$ cat src/rtl/stamper_pkg.sv
package stamper_pkg;

    typedef enum logic [0:0] {
        ST_HOLD = 1'b0,
        ST_RUN  = 1'b1
    } stamp_state_e;

endpackage

$ cat src/rtl/stamp_seq.sv
module stamp_seq
    import stamper_pkg::*;
(
    input  logic clk_i,
    input  logic rst_ni,
    input  logic go_i,
    output logic run_o
);

    stamp_state_e state_q, state_d;

    always_comb begin
        state_d = state_q;
        unique case (state_q)
            ST_HOLD: if (go_i)  state_d = ST_RUN;   // start
            ST_RUN:  if (!go_i) state_d = ST_HOLD;  // stop
            default: state_d = ST_HOLD;
        endcase
    end

    always_ff @(posedge clk_i or negedge rst_ni) begin
        if (!rst_ni) state_q <= ST_HOLD;
        else         state_q <= state_d;
    end

    always_comb begin
        unique case (state_q)
            ST_RUN:  run_o = 1'b1;
            default: run_o = 1'b0;
        endcase
    end

    // start and stop follow the sampled run control
    a_r2_start: assert property (@(posedge clk_i) disable iff (!rst_ni)
        go_i |=> run_o);
    a_r2_stop: assert property (@(posedge clk_i) disable iff (!rst_ni)
        !go_i |=> !run_o);

endmodule

$ cat src/rtl/stamp_tick.sv
module stamp_tick #(
    parameter int DIV_RATIO   = 4,
    parameter int SYNC_STAGES = 2
) (
    input  logic clk_i,
    input  logic rst_ni,
    input  logic run_i,
    input  logic use_ext_i,
    input  logic ext_clk_i,
    output logic tick_o
);

    localparam int DIV_W = (DIV_RATIO > 1) ? $clog2(DIV_RATIO) : 1;

    logic int_tick;
    logic ext_edge;
    logic [SYNC_STAGES:0] sync_q;

    generate
        if (DIV_RATIO > 1) begin : g_div
            localparam logic [DIV_W-1:0] DIV_LAST = DIV_W'(DIV_RATIO - 1);
            logic [DIV_W-1:0] div_q;

            always_ff @(posedge clk_i or negedge rst_ni) begin
                if (!rst_ni)               div_q <= '0;
                else if (!run_i)           div_q <= '0;
                else if (div_q == DIV_LAST) div_q <= '0;
                else                       div_q <= div_q + 1'b1;
            end

            assign int_tick = (div_q == DIV_LAST);

            // internal ticks are never back to back
            a_r3_tick_gap: assert property (@(posedge clk_i) disable iff (!rst_ni)
                (tick_o && !use_ext_i) |=> (!tick_o || use_ext_i));
        end else begin : g_nodiv
            assign int_tick = 1'b1;
        end
    endgenerate

    always_ff @(posedge clk_i or negedge rst_ni) begin
        if (!rst_ni) sync_q <= '0;
        else         sync_q <= {sync_q[SYNC_STAGES-1:0], ext_clk_i};
    end

    assign ext_edge = sync_q[SYNC_STAGES-1] & ~sync_q[SYNC_STAGES];

    assign tick_o = run_i & (use_ext_i ? ext_edge : int_tick);

    // one enable pulse per external rising edge
    a_r8_edge_single: assert property (@(posedge clk_i) disable iff (!rst_ni)
        ext_edge |=> !ext_edge);

endmodule

$ cat src/rtl/stamp_count.sv
module stamp_count #(
    parameter int CNT_W = 64
) (
    input  logic             clk_i,
    input  logic             rst_ni,
    input  logic             run_i,
    input  logic             tick_i,
    input  logic             clr_i,
    input  logic             cap_i,
    output logic [CNT_W-1:0] stamp_o
);

    logic [CNT_W-1:0] cnt_q;

    always_ff @(posedge clk_i or negedge rst_ni) begin
        if (!rst_ni)              cnt_q <= '0;
        else if (run_i && tick_i) cnt_q <= cnt_q + 1'b1;
        else if (!run_i && clr_i) cnt_q <= '0;
    end

    always_ff @(posedge clk_i or negedge rst_ni) begin
        if (!rst_ni)    stamp_o <= '0;
        else if (cap_i) stamp_o <= cnt_q;
    end

    // no movement while held unless cleared
    a_r4_hold_still: assert property (@(posedge clk_i) disable iff (!rst_ni)
        (!run_i && !clr_i) |=> (cnt_q == $past(cnt_q)));
    // clear ignored while running
    a_r5_clr_ignored: assert property (@(posedge clk_i) disable iff (!rst_ni)
        (run_i && clr_i && !tick_i) |=> (cnt_q == $past(cnt_q)));
    // clear honoured while held
    a_r5_clr_hold: assert property (@(posedge clk_i) disable iff (!rst_ni)
        (!run_i && clr_i) |=> (cnt_q == '0));
    // stamp holds without a capture
    a_r6_stamp_hold: assert property (@(posedge clk_i) disable iff (!rst_ni)
        !cap_i |=> $stable(stamp_o));
    // coincident capture sees the pre-increment value
    a_r7_pre_increment: assert property (@(posedge clk_i) disable iff (!rst_ni)
        (cap_i && run_i && tick_i) |=> (cnt_q == CNT_W'(stamp_o + 1'b1)));

endmodule

$ cat src/rtl/evt_stamper.sv
module evt_stamper #(
    parameter int CNT_W       = 64,
    parameter int DIV_RATIO   = 4,
    parameter int SYNC_STAGES = 2
) (
    input  logic             clk_i,
    input  logic             rst_ni,
    input  logic             go_i,
    input  logic             use_ext_i,
    input  logic             ext_clk_i,
    input  logic             trig_i,
    input  logic             latch_i,
    input  logic             clr_i,
    input  logic             sw_clr_i,
    output logic             tick_o,
    output logic [CNT_W-1:0] stamp_o
);

    logic run;
    logic tick;

    stamp_seq u_seq (
        .clk_i  (clk_i),
        .rst_ni (rst_ni),
        .go_i   (go_i),
        .run_o  (run)
    );

    stamp_tick #(
        .DIV_RATIO   (DIV_RATIO),
        .SYNC_STAGES (SYNC_STAGES)
    ) u_tick (
        .clk_i     (clk_i),
        .rst_ni    (rst_ni),
        .run_i     (run),
        .use_ext_i (use_ext_i),
        .ext_clk_i (ext_clk_i),
        .tick_o    (tick)
    );

    stamp_count #(
        .CNT_W (CNT_W)
    ) u_count (
        .clk_i   (clk_i),
        .rst_ni  (rst_ni),
        .run_i   (run),
        .tick_i  (tick),
        .clr_i   (clr_i | sw_clr_i),
        .cap_i   (trig_i | latch_i),
        .stamp_o (stamp_o)
    );

    assign tick_o = tick;

    // the exported tick only appears while the run control was high
    a_r9_tick_gated: assert property (@(posedge clk_i) disable iff (!rst_ni)
        tick_o |-> $past(go_i));

endmodule

$ cat config.mk
export PLATFORM = sky130hd
export DESIGN_NAME = evt_stamper
export DESIGN_NICKNAME = d
export VERILOG_FILES = /design/src/rtl/stamper_pkg.sv /design/src/rtl/stamp_seq.sv /design/src/rtl/stamp_tick.sv /design/src/rtl/stamp_count.sv /design/src/rtl/evt_stamper.sv
export SDC_FILE = /design/constraint.sdc
export NUM_CORES = 1
export LEC_CHECK = 0
export ABC_CLOCK_PERIOD_IN_PS = 7000
export BUFFER_PORTS_ARGS = -buffer_cell sky130_fd_sc_hd__clkbuf_2
export CAP_MARGIN = 0
export CORE_ASPECT_RATIO = 1.75
export CORE_MARGIN = 5
export CORE_UTILIZATION = 55
export DETAILED_ROUTE_END_ITERATION = 10
export MAX_ROUTING_LAYER = met4
export PLACE_DENSITY = 0.76
export SYNTH_ARGS = -nofsm -noshare
export SYNTH_HDL_FRONTEND = slang
export SYNTH_SLANG_ARGS = --single-unit
$ cat constraint.sdc
create_clock -name clk_i -period 7 [get_ports clk_i]
set_clock_uncertainty 0.1 [all_clocks]
set_input_delay 0.35 -clock clk_i [delete_from_list [all_inputs] [get_ports clk_i]]
set_output_delay 0.35 -clock clk_i [all_outputs]
set_load 0.1 [all_outputs]
After elaboration in Yosys (flattened, before gate mapping)
Index checks and enable logic that the tools add are counted.

word-level totals
  bits in registers = 134
  bits of input ports = 9
  output and inout bits = 65
  word-level logic and storage cells = 24

operators by class
  $add $sub $neg = 2
  equal/unequal tests = 1
  mux-type cells = 7
  bitwise gates (word level) = 5
  reductions and logical operators = 4

operator list
  kind                   count
  $mux 64                2
  $add 64x1->64 const B  1
  $mux 2                 2
  $mux 1                 3
  $add 2x1->2 const B    1
  $and 1x1->1            2
  $eq 2x2->1 const B     1
  $logic_and 1x1->1      2
  $or 1x1->1             2
  $reduce_bool 2->1      1
  $logic_not 1->1        1
  $not 1->1              1

Longest topological paths before layout
  word-level depth = 6
  depth in mapped cells = 7
  gate-level depth less buffers = 6

Hierarchy
Synthesis repeated with hierarchy kept, for this count alone.

second synthesis, totals
  cells, all modules = 480
  area, all modules = 5800.6 um^2

modules (own cells, without submodules)
  module       times used  cells an instance  area each (um^2)  seq. area each (um^2)
  stamp_count  1           466                5587.9            3203.1
  stamp_tick   1           11                 175.2             125.1
  stamp_seq    1           1                  25.0              25.0
  evt_stamper  1           2                  12.5              0.0

Least setup slack after synthesis
OpenSTA, ideal clock, no wires.

  path type = flip-flop to flip-flop
  start = register u_count.cnt_q[15]
  end = register u_count.cnt_q[39]
  library setup time = 134 ps
  arrival = 2105 ps
  required time = 6766 ps
  path slack = 4661 ps
  cell stages (with the launch flop) = 7
  buffers on the path = 1
  period minus slack after synthesis = 2339 ps
  cells stage by stage = dfrtp_1 > nand4_4 > or4_4 > or4_4 > buf_6 > o311ai_4 > o41ai_2

on the way
  longest elaborated chain between the ends = 2

RTL lines
  item                      RTL line           RTL
  start: declaration        stamp_count.sv:13  logic [CNT_W-1:0] cnt_q;
  start signal: assignment  stamp_count.sv:17  else if (run_i && tick_i) cnt_q <= cnt_q + 1'b1;
  $add 64x1->64             stamp_count.sv:17
  $mux 64                   stamp_count.sv:17

No other way between the ends.
A chain may end at the register's enable or synchronous reset.

Worst setup path after layout
  start = register u_tick.g_div.div_q[0]
  end = output port tick_o

on the way
  longest elaborated chain between the ends = 3

RTL lines
  item                      RTL line           RTL
  start: declaration        stamp_tick.sv:22   logic [DIV_W-1:0] div_q;
  start signal: assignment  stamp_tick.sv:28   else div_q <= div_q + 1'b1;
  $eq 2x2->1                stamp_tick.sv:31   assign int_tick = (div_q == DIV_LAST);
  $mux 1                    stamp_tick.sv:48   assign tick_o = run_i & (use_ext_i ? ext_edge : int_tick);
  $and 1x1->1               stamp_tick.sv:48
  end: declaration          evt_stamper.sv:15  output logic tick_o,

No other way between the ends.

==> qor.csv <==
metric,value,unit
outcome,completed,
core area,10570,µm²
Die Wd,88.07,µm
total routed wirelength,12280,µm
number of max-cap violations,0,
Internal Pwr Total,0.001315,W
clock tree root driver cell,clkbuf_16,
DRC Markers,0,
worst rel slew slack,25.69,%
final hold slack,0.2620,ns
first-iteration detailed-routing DRC count,238,
DRT antenna net count,0,
initial antenna violation count,0,
fin crit share,38.65,%
H-tree depth,4,
main combinational cell family by area after synthesis,multiplexers,
R2R Setup Slk,4.43,ns
Logic pwr share,3.4,%
Async SR Flop Fraction,100.0,%
FP Rows,50,
sw frac,21.49,%
total number of vias,4239,
initial core utilization,55.48,%
fmax,0.3696,GHz
ys flop type,dfrtp_1,
Vias/cell,5.888,
vias in the first global route,4395,
Worst Hold Path EP,u_tick.sync_q[1],
post-synthesis cell type count,37,
Static Leakage,3.355,nW
adder-cell share of the synthesized area,0.4266,%
Port Buf Inserts,73,
first drt pass iteration count,4,
crit path kind,reg2out,
DIE HEIGHT,146.6,µm
yosys warns,0,
CTS Sinks,134,
largest net degree at the start of global routing,91,
DP HPWL,8282,µm
post-CTS sizing,0,
hold depth,0,
Bufs on Longest Clock Path,2,
critical path startpoint category,flop,
post-synthesis sequential area ratio,57.17,%
crit-path cells,ha_1 -> nor2b_1 -> o21ai_1 -> inv_1 -> clkbuf_2,
CTS tree,yes,
Setup WS post-layout,4.295,ns
IO Count,74,
post-synthesis mux area share,16.57,%
Seq cells post-synth,134,
final hold vios,0,
Avg Inst Size Synth,11.78,µm²
maximum vdd drop,0.1776,mV
Final #Nets,588,
Flop pwr share,46.7,%
Inserted Clock Buffers,17,
Mapped Area,5866,µm²
wire length per cell,17.06,µm
Fin Setup TNS,0,ns
"CP delay by family, top",buffers and inverters,
Pins Over Slew Limit,0,
worst hold start,u_tick.sync_q[0],
Post-synth EDFFs,0,
Slowest cell on crit path,o21ai_1,
CP max FO,9,
Power per Cell Area,240.8,nW/µm²
GP Congestion,0.8486,
Synthesized Nets,509,
power share of the clock group,49.8,%
GRT Overall Usage,21.40,%
RSZ-0062 raised after global routing,no,
clock-pin slew of the registers on the worst-case setup and hold paths,0.06,ns
"Setup violations, final",0,
ANT cells,0,
hold crit path type,reg2reg,
Worst R2R End,u_count.cnt_q[51],
slew of the pin with the lowest slew margin,1.115,ns
simple-gate share of the synthesized area,15.38,%
Synth Area in Compound Gates,8.468,%
"Clk Latency, worst-skew pair",0.41,ns
R2R Path Start,u_count.cnt_q[15],
layout cell share with drive strength beyond 1,30.17,%
minimum clock period,2.705,ns
Layout area overhead,18.58,%
first-pass GRT wire length,21400,µm
Critical Path RT,6.55,ns
Fill cells,782,
switching power,0.0003598,W
critical path arrival,2.26,ns
Worst R2R Path Depth,5,
Synth Instances,498,
pre-CTS setup slack,4.433,ns
grt ovf,0,
DIE AREA,12910,µm²
Post-Synth XOR/XNOR Area,0,%
crit-path max cell delay,0.50,ns
"Buf+Inv Stages, Crit Path",2,
CP endpoint kind,primary output,
sequential cells by signal, indices dropped and copies added, names as in the netlist:
name                cells
u_count.stamp_o        64
u_tick.g_div.div_q      2
u_count.cnt_q          64
u_tick.sync_q           3
u_seq.state_q           1
power by group through the flow:
| stage | Sequential, W | Clock (W) | Combinational [W] |
|---|---|---|---|
| detailed placement | 0.000796 | 0 | 0.0000573 |
| finish | 0.000783 | 0.000834 | 0.0000574 |
| floorplan | 0.000803 | 0 | 0.0000240 |
| global placement | 0.000796 | 0 | 0.0000562 |
| global route | 0.000783 | 0.000892 | 0.0000642 |
| CTS | 0.000783 | 0.000849 | 0.0000590 |
per-stage QoR:
stage                     power [W]  cells  utilization (%)  cell area (µm²)
after floorplan           0.0008270    498                -             5866
after global placement    0.0008520    685            60.18             6362
after detailed placement  0.0008535    685            60.18             6362
after CTS                  0.001690    720            65.79             6955
after global routing       0.001739    720            65.79             6955
final                      0.001675    720            65.79             6955
cells in the mapped netlist, types with 3 or more instances:
library cell,count,share of area [%]
and3_1,8,0.85
clkbuf_1,18,1.2
dfrtp_1,134,57
inv_1,9,0.58
mux2_2,57,11
mux2i_1,33,5.6
nand2_1,72,4.6
nand3_1,26,2.2
nand4_1,20,2.1
nor2_1,17,1.1
nor3_1,8,0.68
nor3_2,4,0.68
nor4_1,3,0.32
o211ai_1,15,1.9
o21ai_0,18,1.5
o311ai_0,6,0.90
o31ai_1,16,2.0
o41ai_1,6,0.90
or3_1,4,0.43
cell type report:
class                   instances  area, µm²  area share [%]
clock inverters                 9      75.07           1.079
flip-flops and latches        134       3353           48.21
multi-input cells             335       2415           34.72
inverters                       9      33.78          0.4857
clock buffers                  23      488.0           7.016
well taps                     130      162.7           2.339
repair buffers                 80      427.9           6.152
metal layers:
| layer | part of all wire [%] | GRT usage [%] | vias to the layer above |
|---|---|---|---|
| met4 | 2.1 | 7.716 | 0 |
| met3 | 3.6 | 4.687 | 24 |
| met5 | 0 | - | - |
| li1 | - | - | 1998 |
| met1 | 40 | 25.28 | 2114 |
| met2 | 54 | 35.50 | 103 |
worst max path at each step:
| stage | startpoint | to | slack, ns | cells past startpoint |
|---|---|---|---|---|
| floorplan | u_count.cnt_q[15] | u_count.cnt_q[39] | 4.66 | 6 |
| global placement | u_count.cnt_q[15] | u_count.cnt_q[51] | 4.49 | 5 |
| detailed placement | u_count.cnt_q[15] | u_count.cnt_q[51] | 4.43 | 5 |
| CTS | u_tick.g_div.div_q[0] | tick_o | 4.30 | 5 |
| global route | u_tick.g_div.div_q[0] | tick_o | 4.15 | 5 |
| finish | u_tick.g_div.div_q[0] | tick_o | 4.29 | 5 |
placed cells by master, fill, tap and decap left out, types with 9 or more instances in the layout:
cell / Yosys / layout
dfrtp_1: 134 / 134
nand2_1: 72 / 72
clkbuf_2: 0 / 72
mux2_2: 57 / 57
mux2i_1: 33 / 33
nand3_1: 26 / 26
nand4_1: 20 / 20
o21ai_0: 18 / 18
clkbuf_16: 0 / 17
o31ai_1: 16 / 16
nor2_1: 17 / 16
o211ai_1: 15 / 15
inv_1: 9 / 9
worst register-to-register path, cell delays in order, from the launching register on:
cell	delay [ns]
dfrtp_1	0.47
nand4_4	0.16
or4_4	0.57
or4_4	0.61
nor4_2	0.38
mux2i_1	0.21
logic make-up (layout without fill, tap and decap cells):
family,count (synthesis),in the layout
AOI/OAI and AO/OA,67,67
muxes,90,90
DFF,134,134
buffers and inverters,29,121
adders and majority gates,2,2
and+or+nand+nor,176,176
timing repair:
item | in CTS | in global routing
setup buffers | 0 | 0
hold buffers | 3 | 0
endpoints found under the hold margin | 46 | 0
No activity file was read; power rests on OpenSTA's default activity.
